[src/rtl/trap_entry_pkg.sv]
// Shared encodings for the trap entry controller.
// Assumes privilege is carried as a 2-bit level, plus a separate debug flag.
package trap_entry_pkg;

    typedef enum logic [1:0] {
        PRV_USER  = 2'd0,
        PRV_SUPER = 2'd1,
        PRV_MACH  = 2'd3
    } prv_e;

    localparam logic [2:0] DBG_MODE_FLAG  = 3'b100;

    localparam int CAUSE_ILLEGAL  = 2;
    localparam int CAUSE_BRK      = 3;
    localparam int CAUSE_ECALL_U  = 8;
    localparam int CAUSE_ECALL_IN = 11;

    localparam logic [8:0] DCTL_CLR_MASK = 9'h1C3;
    localparam logic [8:0] DCTL_SET_BITS = 9'h043;

endpackage

[src/rtl/trap_classify.sv]
// Combinational decode of a trap request.
// Splits the request word, adjusts environment-call causes, decides delegation
// and debug entry, and selects the trap value.
// Assumes XLEN >= 32 and CAUSE_W wider than the delegation index.
module trap_classify
    import trap_entry_pkg::*;
#(
    parameter int XLEN     = 32,
    parameter int ID_W     = 16,
    parameter int CAUSE_W  = 15,
    parameter int DELEG_W  = 32,
    parameter bit DEBUG_EN = 1'b1
) (
    input  logic [ID_W+CAUSE_W:0] trap_word,
    input  logic [1:0]            cur_priv,
    input  logic [DELEG_W-1:0]    deleg_mask,
    input  logic                  dbg_brk_en,
    input  logic [XLEN-1:0]       fault_addr,
    input  logic [31:0]           fault_instr,
    output logic                  is_irq,
    output logic [CAUSE_W-1:0]    cause_eff,
    output logic                  tgt_user,
    output logic                  dbg_enter,
    output logic [XLEN-1:0]       tval
);

    localparam int IDX_W = $clog2(DELEG_W);

    logic [ID_W-1:0]    trap_id;
    logic [CAUSE_W-1:0] cause_raw;
    logic               deleg_hit;

    // Field split and environment-call cause rewrite.
    always_comb begin
        trap_id   = trap_word[ID_W-1:0];
        cause_raw = trap_word[ID_W+CAUSE_W-1:ID_W];
        is_irq    = (trap_id != '0);
        if (!is_irq && cause_raw == CAUSE_W'(CAUSE_ECALL_IN))
            cause_eff = CAUSE_W'(CAUSE_ECALL_U) + CAUSE_W'(cur_priv);
        else
            cause_eff = cause_raw;
    end

    // Delegation lookup, guarded against causes beyond the mask width.
    always_comb begin
        deleg_hit = ((cause_eff >> IDX_W) == '0) && deleg_mask[cause_eff[IDX_W-1:0]];
        tgt_user  = !is_irq && (cur_priv != PRV_MACH) && deleg_hit;
    end

    // Debug entry decision, present only when the debug option is built.
    if (DEBUG_EN) begin : g_dbg
        assign dbg_enter = !is_irq && (cause_eff == CAUSE_W'(CAUSE_BRK)) && dbg_brk_en;
    end else begin : g_nodbg
        logic unused_dbg_en;
        assign unused_dbg_en = dbg_brk_en;
        assign dbg_enter     = 1'b0;
    end

    // Trap value selection by cause.
    always_comb begin
        tval = '0;
        if (!is_irq) begin
            if (cause_eff == CAUSE_W'(CAUSE_ILLEGAL))
                tval = (fault_instr[1:0] == 2'b11) ? XLEN'(fault_instr)
                                                   : XLEN'(fault_instr[15:0]);
            else if (cause_eff == CAUSE_W'(CAUSE_BRK))
                tval = dbg_enter ? '0 : fault_addr;
            else if (cause_eff < CAUSE_W'(8))
                tval = fault_addr;
        end
    end

endmodule

[src/rtl/trap_level_bank.sv]
// Exception PC, cause and trap-value registers of one privilege level.
// Assumes a single write strobe that loads all three together.
module trap_level_bank #(
    parameter int XLEN = 32
) (
    input  logic            clk,
    input  logic            rst_n,
    input  logic            wr,
    input  logic [XLEN-1:0] epc_in,
    input  logic [XLEN-1:0] cause_in,
    input  logic [XLEN-1:0] tval_in,
    output logic [XLEN-1:0] epc,
    output logic [XLEN-1:0] cause,
    output logic [XLEN-1:0] tval
);

    // Load the three registers on a write, clear them on reset.
    always_ff @(posedge clk) begin
        if (!rst_n) begin
            epc   <= '0;
            cause <= '0;
            tval  <= '0;
        end else if (wr) begin
            epc   <= epc_in;
            cause <= cause_in;
            tval  <= tval_in;
        end
    end

endmodule

[src/rtl/trap_debug_state.sv]
// Debug PC and the low debug-control field updated on debug entry.
// Assumes the enable bit lives outside this block and is only reflected here.
module trap_debug_state
    import trap_entry_pkg::*;
#(
    parameter int XLEN = 32
) (
    input  logic            clk,
    input  logic            rst_n,
    input  logic            enter,
    input  logic [XLEN-1:0] addr,
    input  logic            brk_en,
    output logic [XLEN-1:0] dpc,
    output logic [31:0]     dctl
);

    logic [8:0] dctl_low;

    // Capture the return address and rewrite the control field on entry.
    always_ff @(posedge clk) begin
        if (!rst_n) begin
            dpc      <= '0;
            dctl_low <= '0;
        end else if (enter) begin
            dpc      <= addr;
            dctl_low <= (dctl_low & ~DCTL_CLR_MASK) | DCTL_SET_BITS;
        end
    end

    // Present the control view with the live enable in bit 15.
    always_comb dctl = {16'b0, brk_en, 6'b0, dctl_low};

endmodule

[src/rtl/trap_vector_calc.sv]
// Next fetch address from a vector base.
// Assumes base bit 0 selects vectored mode; bit 1 is ignored.
module trap_vector_calc #(
    parameter int XLEN    = 32,
    parameter int CAUSE_W = 15
) (
    input  logic [XLEN-1:0]    base,
    input  logic               is_irq,
    input  logic [CAUSE_W-1:0] cause,
    output logic [XLEN-1:0]    target
);

    logic [XLEN-1:0] offset;

    // Aligned base plus the per-cause slot for vectored interrupts.
    always_comb begin
        offset = (is_irq && base[0]) ? XLEN'({cause, 2'b00}) : '0;
        target = {base[XLEN-1:2], 2'b00} + offset;
    end

endmodule

[src/rtl/trap_entry_ctrl.sv]
// Trap entry controller top.
// Takes a one-cycle trap request and, on the following edge, updates the
// target level's registers, the debug state, the privilege and the redirect.
// Assumes two stored levels (user and machine); supervisor traps delegate to user.
module trap_entry_ctrl
    import trap_entry_pkg::*;
#(
    parameter int XLEN     = 32,
    parameter int ID_W     = 16,
    parameter int CAUSE_W  = 15,
    parameter int DELEG_W  = 32,
    parameter bit DEBUG_EN = 1'b1
) (
    input  logic                  clk,
    input  logic                  rst_n,
    input  logic                  trap_req,
    input  logic [ID_W+CAUSE_W:0] trap_word,
    input  logic [1:0]            cur_priv,
    input  logic [XLEN-1:0]       fault_pc,
    input  logic [XLEN-1:0]       fault_addr,
    input  logic [31:0]           fault_instr,
    input  logic [DELEG_W-1:0]    deleg_mask,
    input  logic [XLEN-1:0]       mvec,
    input  logic [XLEN-1:0]       uvec,
    input  logic                  dbg_brk_en,
    output logic                  redirect_vld,
    output logic [XLEN-1:0]       redirect_pc,
    output logic [2:0]            priv_o,
    output logic [XLEN-1:0]       m_epc,
    output logic [XLEN-1:0]       m_cause,
    output logic [XLEN-1:0]       m_tval,
    output logic [XLEN-1:0]       u_epc,
    output logic [XLEN-1:0]       u_cause,
    output logic [XLEN-1:0]       u_tval,
    output logic [XLEN-1:0]       dbg_pc,
    output logic [31:0]           dbg_csr
);

    localparam int NUM_LVL = 2;

    logic               is_irq;
    logic [CAUSE_W-1:0] cause_eff;
    logic               tgt_user;
    logic               dbg_enter;
    logic [XLEN-1:0]    tval;
    logic [XLEN-1:0]    cause_word;
    logic [XLEN-1:0]    vec_base;
    logic [XLEN-1:0]    next_pc;
    logic [2:0]         priv_next;

    logic [XLEN-1:0] bk_epc   [NUM_LVL];
    logic [XLEN-1:0] bk_cause [NUM_LVL];
    logic [XLEN-1:0] bk_tval  [NUM_LVL];

    trap_classify #(
        .XLEN(XLEN), .ID_W(ID_W), .CAUSE_W(CAUSE_W),
        .DELEG_W(DELEG_W), .DEBUG_EN(DEBUG_EN)
    ) u_cls (
        .trap_word  (trap_word),
        .cur_priv   (cur_priv),
        .deleg_mask (deleg_mask),
        .dbg_brk_en (dbg_brk_en),
        .fault_addr (fault_addr),
        .fault_instr(fault_instr),
        .is_irq     (is_irq),
        .cause_eff  (cause_eff),
        .tgt_user   (tgt_user),
        .dbg_enter  (dbg_enter),
        .tval       (tval)
    );

    // Cause word: interrupt flag on top, cause code at the bottom.
    always_comb begin
        cause_word                = '0;
        cause_word[XLEN-1]        = is_irq;
        cause_word[CAUSE_W-1:0]   = cause_eff;
    end

    // Vector base and new privilege for the chosen target.
    always_comb begin
        vec_base = (tgt_user && !dbg_enter) ? uvec : mvec;
        if (dbg_enter)
            priv_next = DBG_MODE_FLAG | {1'b0, cur_priv};
        else if (tgt_user)
            priv_next = {1'b0, PRV_USER};
        else
            priv_next = {1'b0, PRV_MACH};
    end

    trap_vector_calc #(.XLEN(XLEN), .CAUSE_W(CAUSE_W)) u_vec (
        .base  (vec_base),
        .is_irq(is_irq),
        .cause (cause_eff),
        .target(next_pc)
    );

    // One register bank per stored level: index 0 user, last index machine.
    for (genvar g = 0; g < NUM_LVL; g++) begin : g_lvl
        localparam bit IS_MACH = (g == NUM_LVL - 1);
        logic wr;
        assign wr = trap_req && !dbg_enter && (tgt_user == !IS_MACH);
        trap_level_bank #(.XLEN(XLEN)) u_bank (
            .clk     (clk),
            .rst_n   (rst_n),
            .wr      (wr),
            .epc_in  (fault_pc),
            .cause_in(cause_word),
            .tval_in (tval),
            .epc     (bk_epc[g]),
            .cause   (bk_cause[g]),
            .tval    (bk_tval[g])
        );
    end

    assign u_epc   = bk_epc[0];
    assign u_cause = bk_cause[0];
    assign u_tval  = bk_tval[0];
    assign m_epc   = bk_epc[NUM_LVL-1];
    assign m_cause = bk_cause[NUM_LVL-1];
    assign m_tval  = bk_tval[NUM_LVL-1];

    trap_debug_state #(.XLEN(XLEN)) u_dbg (
        .clk   (clk),
        .rst_n (rst_n),
        .enter (trap_req && dbg_enter),
        .addr  (fault_addr),
        .brk_en(dbg_brk_en),
        .dpc   (dbg_pc),
        .dctl  (dbg_csr)
    );

    // Privilege and redirect commit on the request edge.
    always_ff @(posedge clk) begin
        if (!rst_n) begin
            priv_o       <= {1'b0, PRV_MACH};
            redirect_vld <= 1'b0;
            redirect_pc  <= '0;
        end else begin
            redirect_vld <= trap_req;
            if (trap_req) begin
                priv_o      <= priv_next;
                redirect_pc <= next_pc;
            end
        end
    end

endmodule

[config.mk]
export PLATFORM = sky130hd
export DESIGN_NAME = trap_entry_ctrl
export DESIGN_NICKNAME = d
export VERILOG_FILES = /design/src/rtl/trap_entry_pkg.sv /design/src/rtl/trap_classify.sv /design/src/rtl/trap_level_bank.sv /design/src/rtl/trap_debug_state.sv /design/src/rtl/trap_vector_calc.sv /design/src/rtl/trap_entry_ctrl.sv
export SDC_FILE = /design/constraint.sdc
export NUM_CORES = 1
export LEC_CHECK = 0
export ABC_CLOCK_PERIOD_IN_PS = 14500
export BUFFER_PORTS_ARGS = -buffer_cell sky130_fd_sc_hd__buf_2
export CORE_AREA = 2 2 201 203
export CTS_BUF_LIST = sky130_fd_sc_hd__clkbuf_8
export CTS_CLUSTER_SIZE = 28
export DETAILED_ROUTE_END_ITERATION = 8
export DIE_AREA = 0 0 203 205
export GPL_TIMING_DRIVEN = 0
export PLACE_DENSITY = 0.65
export SYNTH_ARGS = -nofsm -noshare
export SYNTH_HDL_FRONTEND = slang
export SYNTH_HIERARCHICAL = 1
export SYNTH_SLANG_ARGS = --single-unit
[constraint.sdc]
create_clock -name clk -period 14.5 [get_ports clk]
set_input_delay 2.9 -clock clk [delete_from_list [all_inputs] [get_ports clk]]
set_output_delay 2.9 -clock clk [all_outputs]
set_load 0.01 [all_outputs]
# --- Word-level counts from Yosys, hierarchy flattened ---
# Index checks and enable logic that the tools add are counted.
classes:
  order_cmp: 2
  shifts: 0
  n_addsub: 2
  bitwise: 1
  reduce_logical: 16
  n_eq_ne: 5
  n_mul: 0
  muxes: 13
  n_div: 0
op_table:
  columns: ["operator", "count"]
  rows:
  - ["two-way mux 32 bit", 7]
  - ["adder 32 bit", 1]
  - ["== test 15 x 2 -> 1 bit (second input constant)", 2]
  - ["two-way mux 17 bit", 1]
  - ["nonzero test 16 bit", 1]
  - ["== test 15 x 4 -> 1 bit (second input constant)", 1]
  - ["logical NOT 15 bit", 1]
  - ["less-than comparator 15 x 4 -> 1 bit (second input constant)", 1]
  - ["two-way mux 15 bit", 1]
  - ["logical AND 1 bit", 12]
  - ["less-than comparator 5 x 6 -> 1 bit (second input constant)", 1]
  - ["adder 4 x 2 -> 5 bit (first input constant)", 1]
  - ["binary-select mux 1 bit (select 5 bit)", 1]
  - ["two-way mux 3 bit", 1]
  - ["== test 2 bit (second input constant)", 1]
  - ["logical NOT 1 bit", 2]
  - ["two-way mux 2 bit", 1]
  - ["inequality test 2 bit (second input constant)", 1]
  - ["two-way mux 1 bit", 1]
  - ["inverter 1 bit", 1]
word_totals:
  mem_bits_rw: 0
  elab_cells: 50
  latchBits: 0
  output_inout_bits: 292
  register_bits: 229
  romBits: 0
  in_bits: 230
  mem_count: 0

# --- Longest topological paths before layout ---
# Gate-level depths: netlist of the first run.
depth:
  depth_word: 13
  depth_mapped: 23
  mapped_depth_nobuf: 20

# --- Modules after synthesis ---
# Netlist of the first run, hierarchy kept.
modules_own_cells:
  columns: ["mod", "cells_each", "seq_area_each_um2", "n_inst", "area_per_inst_um2"]
  rows:
  - ["trap_level_bank", 309, 1921.8, 2, 3662.3]
  - ["trap_entry_ctrl", 158, 720.7, 1, 1915.6]
  - ["trap_debug_state", 137, 660.6, 1, 1507.7]
  - ["trap_vector_calc", 189, 0.0, 1, 1300.0]
  - ["trap_classify", 162, 0.0, 1, 1016.0]

# --- Worst setup path after synthesis of the first run ---
# Ideal clock, no wire load.
synth_path:
  kind: "input port to flip-flop"
  from: "input port trap_word[20]"
  to: "register redirect_pc[19]"
  setup_ns: 0.116
  required_ns: 14.384
  n_path_buf: 3
  cell_stages: 21
  setup_slack_ns: 6.477
  arrival_ns: 7.907
  path_cell_list: "or4b_1 > or4b_4 > o31ai_4 > mux2_2 > a211o_1 > o22ai_1 > o311ai_1 > nand2b_1 > buf_6 > mux2_2 > clkbuf_1 > and3_1 > ha_1 > buf_4 > a21oi_1 > o211ai_1 > a21boi_2 > nor3_1 > or4_4 > mux2i_1 > nor2b_1"
synth_via:
  elab_chain_cells: 12
  elab_cells_between_ends: 17
  classes_between: "1 x add/sub; 2 x eq/ne; 5 x mux; 9 x reduce/logical"
synth_lines:
  columns: ["item", "line_no", "text"]
  rows:
  - ["from (decl)", "trap_entry_ctrl.sv:17", "input logic [ID_W+CAUSE_W:0] trap_word,"]
  - ["== test 15 x 4 -> 1 bit", "trap_classify.sv:38", "if (!is_irq && cause_raw == CAUSE_W'(CAUSE_ECALL_IN))"]
  - ["logical AND 1 bit", "trap_classify.sv:38", null]
  - ["two-way mux 15 bit *", "trap_classify.sv:38", null]
  - ["binary-select mux 1 bit (select 5 bit)", "trap_classify.sv:46", "deleg_hit = ((cause_eff >> IDX_W) == '0) && deleg_mask[cause_eff[IDX_W-1:0]];"]
  - ["two-way mux 1 bit (not written as such)", "trap_classify.sv:46", null]
  - ["logical AND 1 bit *", "trap_classify.sv:46", null]
  - ["logical AND 1 bit *", "trap_classify.sv:47", "tgt_user = !is_irq && (cur_priv != PRV_MACH) && deleg_hit;"]
  - ["named net tgt_user", "trap_entry_ctrl.sv:43", "logic tgt_user;"]
  - ["logical AND 1 bit *", "trap_entry_ctrl.sv:81", "vec_base = (tgt_user && !dbg_enter) ? uvec : mvec;"]
  - ["two-way mux 32 bit *", "trap_entry_ctrl.sv:81", null]
  - ["named net vec_base[0]", "trap_entry_ctrl.sv:47", "logic [XLEN-1:0] vec_base;"]
  - ["logical AND 1 bit *", "trap_vector_calc.sv:17", "offset = (is_irq && base[0]) ? XLEN'({cause, 2'b00}) : '0;"]
  - ["two-way mux 17 bit *", "trap_vector_calc.sv:17", null]
  - ["adder 32 bit *", "trap_vector_calc.sv:18", "target = {base[XLEN-1:2], 2'b00} + offset;"]
  - ["named net next_pc[19]", "trap_entry_ctrl.sv:48", "logic [XLEN-1:0] next_pc;"]
  - ["to (signal assigned)", "trap_entry_ctrl.sv:142", "redirect_pc <= next_pc;"]
  - ["to (decl)", "trap_entry_ctrl.sv:27", "output logic [XLEN-1:0] redirect_pc,"]
# Mark *: on every way through the listed nets, which the timed path passes. The rest lies on a longest branch. The select of a mux whose other input is x is not followed.
# A chain may end at the register's enable or synchronous reset.

# --- Worst setup path in the final report of the first run ---
layout_path:
  from: "input port trap_word[21]"
  to: "register redirect_pc[26]"
# Same word-level chain as after synthesis.

==> flow_metrics.py, run 1 <==
metrics = {
    "status": {
        "run_status": "finished, final reports clean",
    },
    "timing": {
        "hold_slack_ns": 0.509,
        "fin_crit_sh_pct": 60.1,
        "rsz0062_at_grt": "no",
        "setup_viol": 0,
        "fin_crit_ns": 8.72,
        "tns_ns": 0,
        "fin_ws_ns": 5.78,
        "hold_violations": 0,
        "skew_ns": 0,
        "slew_headroom_pct": 13.8,
        "fmax_ghz": 0.115,
        "final-max-slew-violation-count": 0,
        "tightest_slew_ns": 1.29,
    },
    "setup_path": {
        "criticalPathCategory": "in -> reg",
        "crit_buf_inv": 4,
        "cp-end-kind": "flip-flop",
        "path_delay_family": "compound AO/OA/AOI/OAI gates",
        "max_stage_delay_ns": 0.82,
        "cp.required_ns": 14.98,
        "path_cells": "buf_2, nor4_1, nand2_1, o31ai_4, mux4_1, nand2b_1, nand4_1, o311ai_1, nand2b_1, buf_6, mux2_2, clkbuf_1, and3_1, ha_1, buf_2, a21oi_1, o211ai_1, a21oi_1, a211oi_1, xor2_1, mux2i_1, nor2b_1",
        "critPathArrivalTime_ns": 9.20,
        "critPathMaxFanout": 10,
        "worst_path_max_delay_cell": "nor4_1",
        "start_kind": "primary input",
    },
    "worst_hold_path": {
        "hold_class": "reg -> reg",
    },
    "detailed_routing": {
        "ant_nets": 0,
        "wl_per_cell_microns": 17.7,
        "wl_met1_microns": 18100,
        "met2WireLength_microns": 21100,
        "routed_via_density": 4.56,
        "num_vias": 11000,
        "wl_met3_microns": 2750,
        "drcViolationCount": 0,
        "wl_microns": 43000,
        "drtIter0Drc": 459,
        "routed.top_layer": "met4",
        "firstDrtPassIters": 5,
    },
    "floorplanning": {
        "core_area_sq_um": 39400,
        "ios": 522,
        "start_util_pct": 33.1,
        "dieArea_sq_um": 41600,
        "die_y_microns": 205,
        "num_rows": 73,
        "die_w_microns": 203,
    },
    "synthesis": {
        "synth_cells": 1263,
        "synth_area_sq_um": 13000,
        "syn-mean-instance-area_sq_um": 10.3,
        "ys_warn_count": 6,
    },
    "clock_network": {
        "hold_buffers": 0,
        "cts_buffer_depth": 3,
        "path_clk_slew_ns": 0.06,
        "cts_tree": "built",
        "clk_latency_ns": 0.59,
        "root_buffer": "clkbuf_8",
        "htree_num_levels": 2,
        "ctsResizeCount": 0,
        "post_cts_buffers": 0,
        "cts.sinks": 261,
        "numCtsBuffers": 47,
    },
    "grt": {
        "grt.total_usage_pct": 19.8,
        "grt_max_degree": 28,
        "grt_overflow": 0,
        "antenna_found_initial": 3,
        "grt_pass1_vias": 10900,
        "grt_pass1_wl_microns": 63700,
    },
    "cells_and_area": {
        "layout_commonest_cell": "buf_2",
        "nets": 2105,
        "area_delta_synth_final_pct": 32.9,
        "final_cell_mix": "buf_2, mux2i_1, dfxtp_1",
        "final_layout_size_suffix_gt1_share_pct": 36.7,
    },
    "place": {
        "dp_hpwl_microns": 34100,
        "gp_congestion": 0.884,
        "port-buffer-count": 487,
        "pre_cts_slack_ns": 5.18,
    },
    "power_and_ir_drop": {
        "leakage_nw": 8.00,
        "power_density_nw_per_um2": 95.9,
        "peakVddDrop_mv": 0.0664,
    },
    "run": {
        "cap_violations": 0,
    },
}
sequential cells by signal (all words and copies together) (netlist names):
name and count:
u_dbg/dpc 32, g_lvl.u_bank/epc 64, priv_o 3, g_lvl.u_bank/cause 64
g_lvl.u_bank/tval 64, redirect_vld 1, redirect_pc 32, u_dbg/dctl_low 1
worst min-delay path, delay by kind of cell (launching register included):
kind | cells | cell delay (ns)
mux | 1 | 0.06
flops | 1 | 0.32
simple gates | 1 | 0.09
stage by stage:
step	util (%)	cells	cell area, sq um	power, mW
6_report	44.1	2424	17300	1.66
5_1_grt	44.1	2423	17300	1.74
4_1_cts	44.0	2420	17300	1.69
3_3_place_gp	41.6	2334	16400	0.968
2_1_floorplan	-	1322	13300	0.885
3_5_place_dp	41.6	2334	16400	0.972
path summary, 6_finish.rpt:
path / from / to / slack [ns] / cells past startpoint
worst min-delay path: g_lvl[0].u_bank/epc[5] / g_lvl[0].u_bank/epc[5] / 0.51 / 2
worst max-delay path: trap_word[21] / redirect_pc[26] / 5.78 / 22
worst min register to register: g_lvl[0].u_bank/epc[5] / g_lvl[0].u_bank/epc[5] / 0.51 / 2
worst max register to register: priv_o[2] / priv_o[2] / 13.81 / 2
area by class of cell:
type / count / area, sq um
fillers: 3831 / 22000
multi-input cells: 919 / 7040
well taps: 525 / 657
flip-flops and latches: 261 / 5230
inverters: 15 / 56.3
clock inverters: 28 / 169
clock buffers: 58 / 798
repair buffers: 488 / 2440
plain buffers: 127 / 951
diodes: 3 / 7.51
routing by layer:
layer / global-route usage [%] / up-vias
met4: 6.49 / 0
met1: 23.8 / 5142
met5: 0 / -
met2: 34.7 / 382
met3: 4.84 / 73
li1: - / 5445
report_power, final:
group | leakage (nW) | switching [mW] | internal [mW]
clock | 0.550 | 0.322 | 0.383
sequential | 2.12 | 0.00909 | 0.736
combinational | 5.33 | 0.111 | 0.102
Note: power is estimated with default switching activity, not from simulation.
==> inputs of run 2 (changes only) <==
Settings changed: ABC_AREA from default to 1, ABC_CLOCK_PERIOD_IN_PS 14500 to 7690, CORE_AREA 2 2 201 203 to 2 2 202 204, DIE_AREA 0 0 203 205 to 0 0 204 206, PLACE_DENSITY 0.65 to 0.72.
Clock period 14.5 ns to 7.69 ns, I/O delays scaled along.
==> flow_metrics.py, run 2 <==
metrics = {
    "setup_path": {
        "worst_path_max_delay_cell": "nor3_1",
        "cp.required_ns": 8.18,
        "criticalPathCategory": "in -> reg",
        "start_kind": "primary input",
        "critPathArrivalTime_ns": 6.13,
        "cp-end-kind": "flip-flop",
        "worst_path_most_repeated_cell": "nand2_1",
        "critPathMaxFanout": 10,
        "max_stage_delay_ns": 0.44,
    },
    "power_and_ir_drop": {
        "p_switching_uw": 921,
        "clock_power_share_pct": 41.1,
        "power_density_nw_per_um2": 170,
        "power_frac_comb_pct": 15.2,
        "switching_share_pct": 28.3,
        "peakVddDrop_mv": 0.111,
        "p_int_mw": 2.33,
        "leakage_nw": 10.6,
        "pwr-share-seq_pct": 43.7,
    },
    "cells_and_area": {
        "nets": 3226,
        "utilization_pct": 47.7,
        "final_layout_size_suffix_gt1_share_pct": 26.1,
        "final_cell_mix": "nand2_1, nor2_1, buf_2",
        "layout_commonest_cell": "nand2_1",
        "top_regs": "g_lvl.u_bank/cause (64), g_lvl.u_bank/epc (64), g_lvl.u_bank/tval (64)",
        "area_delta_synth_final_pct": 28.7,
    },
    "clock_network": {
        "cts.sinks": 261,
        "cts_buffer_depth": 3,
        "htree_num_levels": 2,
        "cts_tree": "built",
        "path_clk_slew_ns": 0.06,
        "numCtsBuffers": 47,
        "post_cts_buffers": 0,
        "clk_latency_ns": 0.59,
        "root_buffer": "clkbuf_8",
        "ctsResizeCount": 0,
        "hold_buffers": 0,
    },
    "timing": {
        "tightest_slew_ns": 1.10,
        "setup_viol": 0,
        "final-max-slew-violation-count": 0,
        "skew_ns": 0,
        "slew_headroom_pct": 26.9,
        "hold_violations": 0,
        "fin_crit_sh_pct": 73.4,
        "fin_crit_ns": 5.64,
        "fmax_ghz": 0.177,
        "tns_ns": 0,
        "rsz0062_at_grt": "no",
    },
    "synthesis": {
        "synth_area_sq_um": 14900,
        "syn-mean-instance-area_sq_um": 6.26,
        "ys_warn_count": 6,
        "synth_cells": 2383,
    },
    "grt": {
        "antenna_found_initial": 1,
        "grt_overflow": 0,
        "grt_pass1_wl_microns": 78100,
        "grt_pass1_vias": 14700,
        "grt.total_usage_pct": 23.8,
        "grt_max_degree": 14,
    },
    "detailed_routing": {
        "wl_per_cell_microns": 14.5,
        "drtIter0Drc": 823,
        "ant_nets": 0,
        "drcViolationCount": 0,
        "num_vias": 15700,
        "wl_microns": 51200,
        "routed_via_density": 4.42,
        "firstDrtPassIters": 5,
    },
    "floorplanning": {
        "core_area_sq_um": 40200,
        "die_w_microns": 204,
        "die_y_microns": 206,
        "ios": 522,
        "dieArea_sq_um": 42000,
        "num_rows": 74,
        "start_util_pct": 37.1,
    },
    "worst_hold_path": {
        "hold_class": "reg -> reg",
    },
    "place": {
        "dp_hpwl_microns": 40400,
        "port-buffer-count": 489,
        "gp_congestion": 0.973,
    },
    "status": {
        "run_status": "finished, final reports clean",
    },
    "run": {
        "cap_violations": 0,
    },
}
## run 2: path summary, 6_finish.rpt
path                                         startpoint                      end  slack, ns  cells past startpoint
worst min-delay path            g_lvl[1].u_bank/epc[26]  g_lvl[1].u_bank/epc[26]       0.46                      2
worst min register to register  g_lvl[1].u_bank/epc[26]  g_lvl[1].u_bank/epc[26]       0.46                      2
worst max-delay path                      trap_word[20]          redirect_pc[26]       2.05                     29
worst max register to register          redirect_pc[11]          redirect_pc[11]       7.05                      2
## run 2: layer usage
| metal | vias up | track usage, % | share of wire, % |
|---|---|---|---|
| met4 | 0 | 7.12 | 2.6 |
| met3 | 88 | 6.28 | 8.6 |
| met2 | 543 | 43.2 | 48 |
| met1 | 6887 | 27.4 | 40 |
| met5 | - | 0 | 0 |
| li1 | 8158 | - | - |
## run 2: metrics by stage
stage	cell area (sq um)	cells	hold WS, ns	setup WS [ns]	total power, mW
global route	19200	3543	0.478	1.64	3.42
CTS	19200	3543	0.467	2.19	3.30
finish	19200	3545	0.464	2.05	3.26
detailed placement	18200	3463	0.459	1.51	1.95
global placement	18200	3463	0.451	1.53	1.94
floorplan	15100	2442	0.492	2.58	1.74
## run 2: critical path: cells and delay by family
| family | cells | cell delay [ns] |
|---|---|---|
| buf+inv | 8 | 1.33 |
| simple gates | 19 | 2.67 |
| fa+ha+maj | 2 | 0.60 |
## run 2: area by class of cell
cell class / instances / area (sq um)
Sequential cell: 261 / 5230
Buffer: 159 / 1320
Clock inverter: 26 / 191
Antenna cell: 2 / 5.00
Clock buffer: 54 / 743
Multi-Input combinational cell: 1667 / 7240
Inverter: 355 / 1340
Timing Repair Buffer: 489 / 2450
Fill cell: 4307 / 21000
Tap cell: 532 / 666
## run 2: power by group through the flow
stage / clock (mW) / combinational, mW / sequential (mW)
after CTS: 1.38 / 0.497 / 1.42
final: 1.34 / 0.496 / 1.42
after global placement: 0 / 0.493 / 1.45
after global routing: 1.44 / 0.558 / 1.43
after detailed placement: 0 / 0.494 / 1.45
after floorplan: 0 / 0.272 / 1.47
==> inputs of run 3 (changes only) <==
Settings changed: ABC_CLOCK_PERIOD_IN_PS 7690 to 5900, PLACE_DENSITY 0.72 to 0.7.
Clock period 7.69 ns to 5.9 ns, I/O delays scaled along.
==> flow_metrics.py, run 3 (synthesis results as in run 2) <==
metrics = {
    "place": {
        "place_inst": 3463,
        "dp_hpwl_microns": 40300,
        "gp_congestion": 0.960,
        "port-buffer-count": 489,
        "pre_cts_slack_ns": -0.139,
    },
    "worst_hold_path": {
        "hold_path_end": "g_lvl[1].u_bank/cause[27]",
        "worstHoldStart": "g_lvl[1].u_bank/cause[27]",
        "hold_depth": 2,
        "hold_class": "reg -> reg",
    },
    "cells_and_area": {
        "final_cell_mix": "nand2_1, nor2_1, buf_2",
        "fin_cells": 3552,
        "final_layout_size_suffix_gt1_share_pct": 26.3,
        "nFillCells": 4339,
        "top_regs": "g_lvl.u_bank/cause (64), g_lvl.u_bank/epc (64), g_lvl.u_bank/tval (64)",
        "nets": 3226,
        "layout_commonest_cell": "nand2_1",
        "area_delta_synth_final_pct": 28.9,
    },
    "grt": {
        "grt.total_usage_pct": 23.3,
        "grt_overflow": 0,
        "antenna_found_initial": 8,
        "grt_pass1_wl_microns": 76000,
        "grt_pass1_vias": 14400,
        "grt_max_degree": 14,
    },
    "power_and_ir_drop": {
        "peakVddDrop_mv": 0.122,
        "power_density_nw_per_um2": 220,
        "leakage_nw": 10.6,
    },
    "floorplanning": {
        "core_area_sq_um": 40200,
        "die_y_microns": 206,
        "start_util_pct": 37.1,
        "ios": 522,
        "die_w_microns": 204,
        "dieArea_sq_um": 42000,
        "num_rows": 74,
    },
    "detailed_routing": {
        "routed_via_density": 4.35,
        "ant_nets": 0,
        "wl_per_cell_microns": 14.2,
        "num_vias": 15500,
        "wl_microns": 50500,
        "firstDrtPassIters": 5,
        "drtIter0Drc": 923,
        "drcViolationCount": 0,
    },
    "timing": {
        "fin_crit_sh_pct": 91.3,
        "fin_crit_ns": 5.39,
        "rsz0062_at_grt": "no",
        "setup_viol": 0,
        "slew_headroom_pct": 25.7,
        "tightest_slew_ns": 1.11,
        "skew_ns": 0,
        "hold_violations": 0,
        "fmax_ghz": 0.186,
        "fin_ws_ns": 0.514,
        "final-max-slew-violation-count": 0,
    },
    "run": {
        "cap_violations": 0,
    },
    "setup_path": {
        "start_kind": "primary input",
        "reg2reg_to": "priv_o[2]",
        "worst_path_max_delay_cell": "fa_1",
        "regToRegStartpoint": "priv_o[2]",
        "r2r_cells": 2,
        "criticalPathCategory": "in -> reg",
        "cp-end-kind": "flip-flop",
        "worst_path_most_repeated_cell": "nand2_1",
        "cp.required_ns": 6.38,
        "critPathMaxFanout": 10,
        "max_stage_delay_ns": 0.42,
        "r2r_slack_ns": 5.25,
        "critPathArrivalTime_ns": 5.87,
    },
    "clock_network": {
        "post_cts_buffers": 0,
        "hold_buffers": 0,
        "cts_tree": "built",
        "numCtsBuffers": 47,
        "cts.sinks": 261,
        "cts_buffer_depth": 3,
        "clk_latency_ns": 0.59,
        "htree_num_levels": 2,
        "root_buffer": "clkbuf_8",
        "path_clk_slew_ns": 0.06,
    },
    "status": {
        "run_status": "finished, final reports clean",
    },
}
==> run 3: changes by cell type in the layout (fill, tap and decap cells not counted) <==
cell / change
clkinv_4: +1
inv_1: -3
bufinv_16: -2
nor2_1: -1
diode_2: +3
clkbuf_8: +4
clkinvlp_4: +4
nor2_2: +1
==> run 3: power breakdown <==
part / switching [mW] / total, mW / internal, mW
registers: 0.0287 / 1.85 / 1.82
clock network: 0.791 / 1.73 / 0.937
logic: 0.395 / 0.651 / 0.257
total: 1.21 / 4.23 / 3.02
==> run 3: metal layers <==
layer / global-route usage, % / part of all wire, %
met2: 39.9 / 46
met1: 26.8 / 41
met4: 11.3 / 4.4
met5: 0 / 0.095
met3: 6.58 / 8.1
==> run 3: how the worst max path moves through the flow <==
| stage | startpoint | endpoint | slack (ns) | cells after the start |
|---|---|---|---|---|
| floorplan | trap_word[16] | redirect_pc[18] | 1.14 | 35 |
| global placement | trap_word[3] | redirect_pc[18] | -0.17 | 36 |
| detailed placement | trap_word[3] | redirect_pc[18] | -0.14 | 36 |
| CTS | trap_word[3] | redirect_pc[18] | 0.47 | 36 |
| global route | trap_word[3] | redirect_pc[18] | 0.05 | 36 |
| finish | trap_word[3] | redirect_pc[18] | 0.51 | 36 |
==> run 3: timing repair <==
action                                  in CTS  in global routing
hold endpoints to repair                     0                  0
gates resized for setup                      0                  1
endpoints found under the setup margin       0                  1
==> run 3: layout make-up <==
| type | count | area (sq um) | area share, % |
|---|---|---|---|
| Clock inverter | 26 | 159 | 0.827 |
| Clock buffer | 58 | 798 | 4.15 |
| Timing Repair Buffer | 489 | 2450 | 12.7 |
| Sequential cell | 261 | 5230 | 27.2 |
| Inverter | 355 | 1340 | 6.99 |
| Antenna cell | 5 | 12.5 | 0.0651 |
| Buffer | 159 | 1320 | 6.89 |
| Multi-Input combinational cell | 1667 | 7240 | 37.7 |
| Tap cell | 532 | 666 | 3.46 |
==> run 3: metrics by stage <==
stage / total power [mW] / hold slack, ns / setup TNS [ns] / instance area [sq um] / utilization (%)
finish: 4.23 / 0.465 / 0 / 19200 / 47.8
global route: 4.45 / 0.479 / 0 / 19200 / 47.8
CTS: 4.28 / 0.467 / 0 / 19200 / 47.8
detailed placement: 2.54 / 0.459 / -0.479 / 18200 / 45.4
global placement: 2.53 / 0.450 / -0.605 / 18200 / 45.4
floorplan: 2.27 / 0.492 / 0 / 15100 / -
==> run 3: worst max-delay path, delay by kind of cell <==
kind                     cells  cell delay, ns
adder cells (fa/ha/maj)      2            0.62
buffers and inverters        7            1.00
AND/OR/NAND/NOR             27            3.05
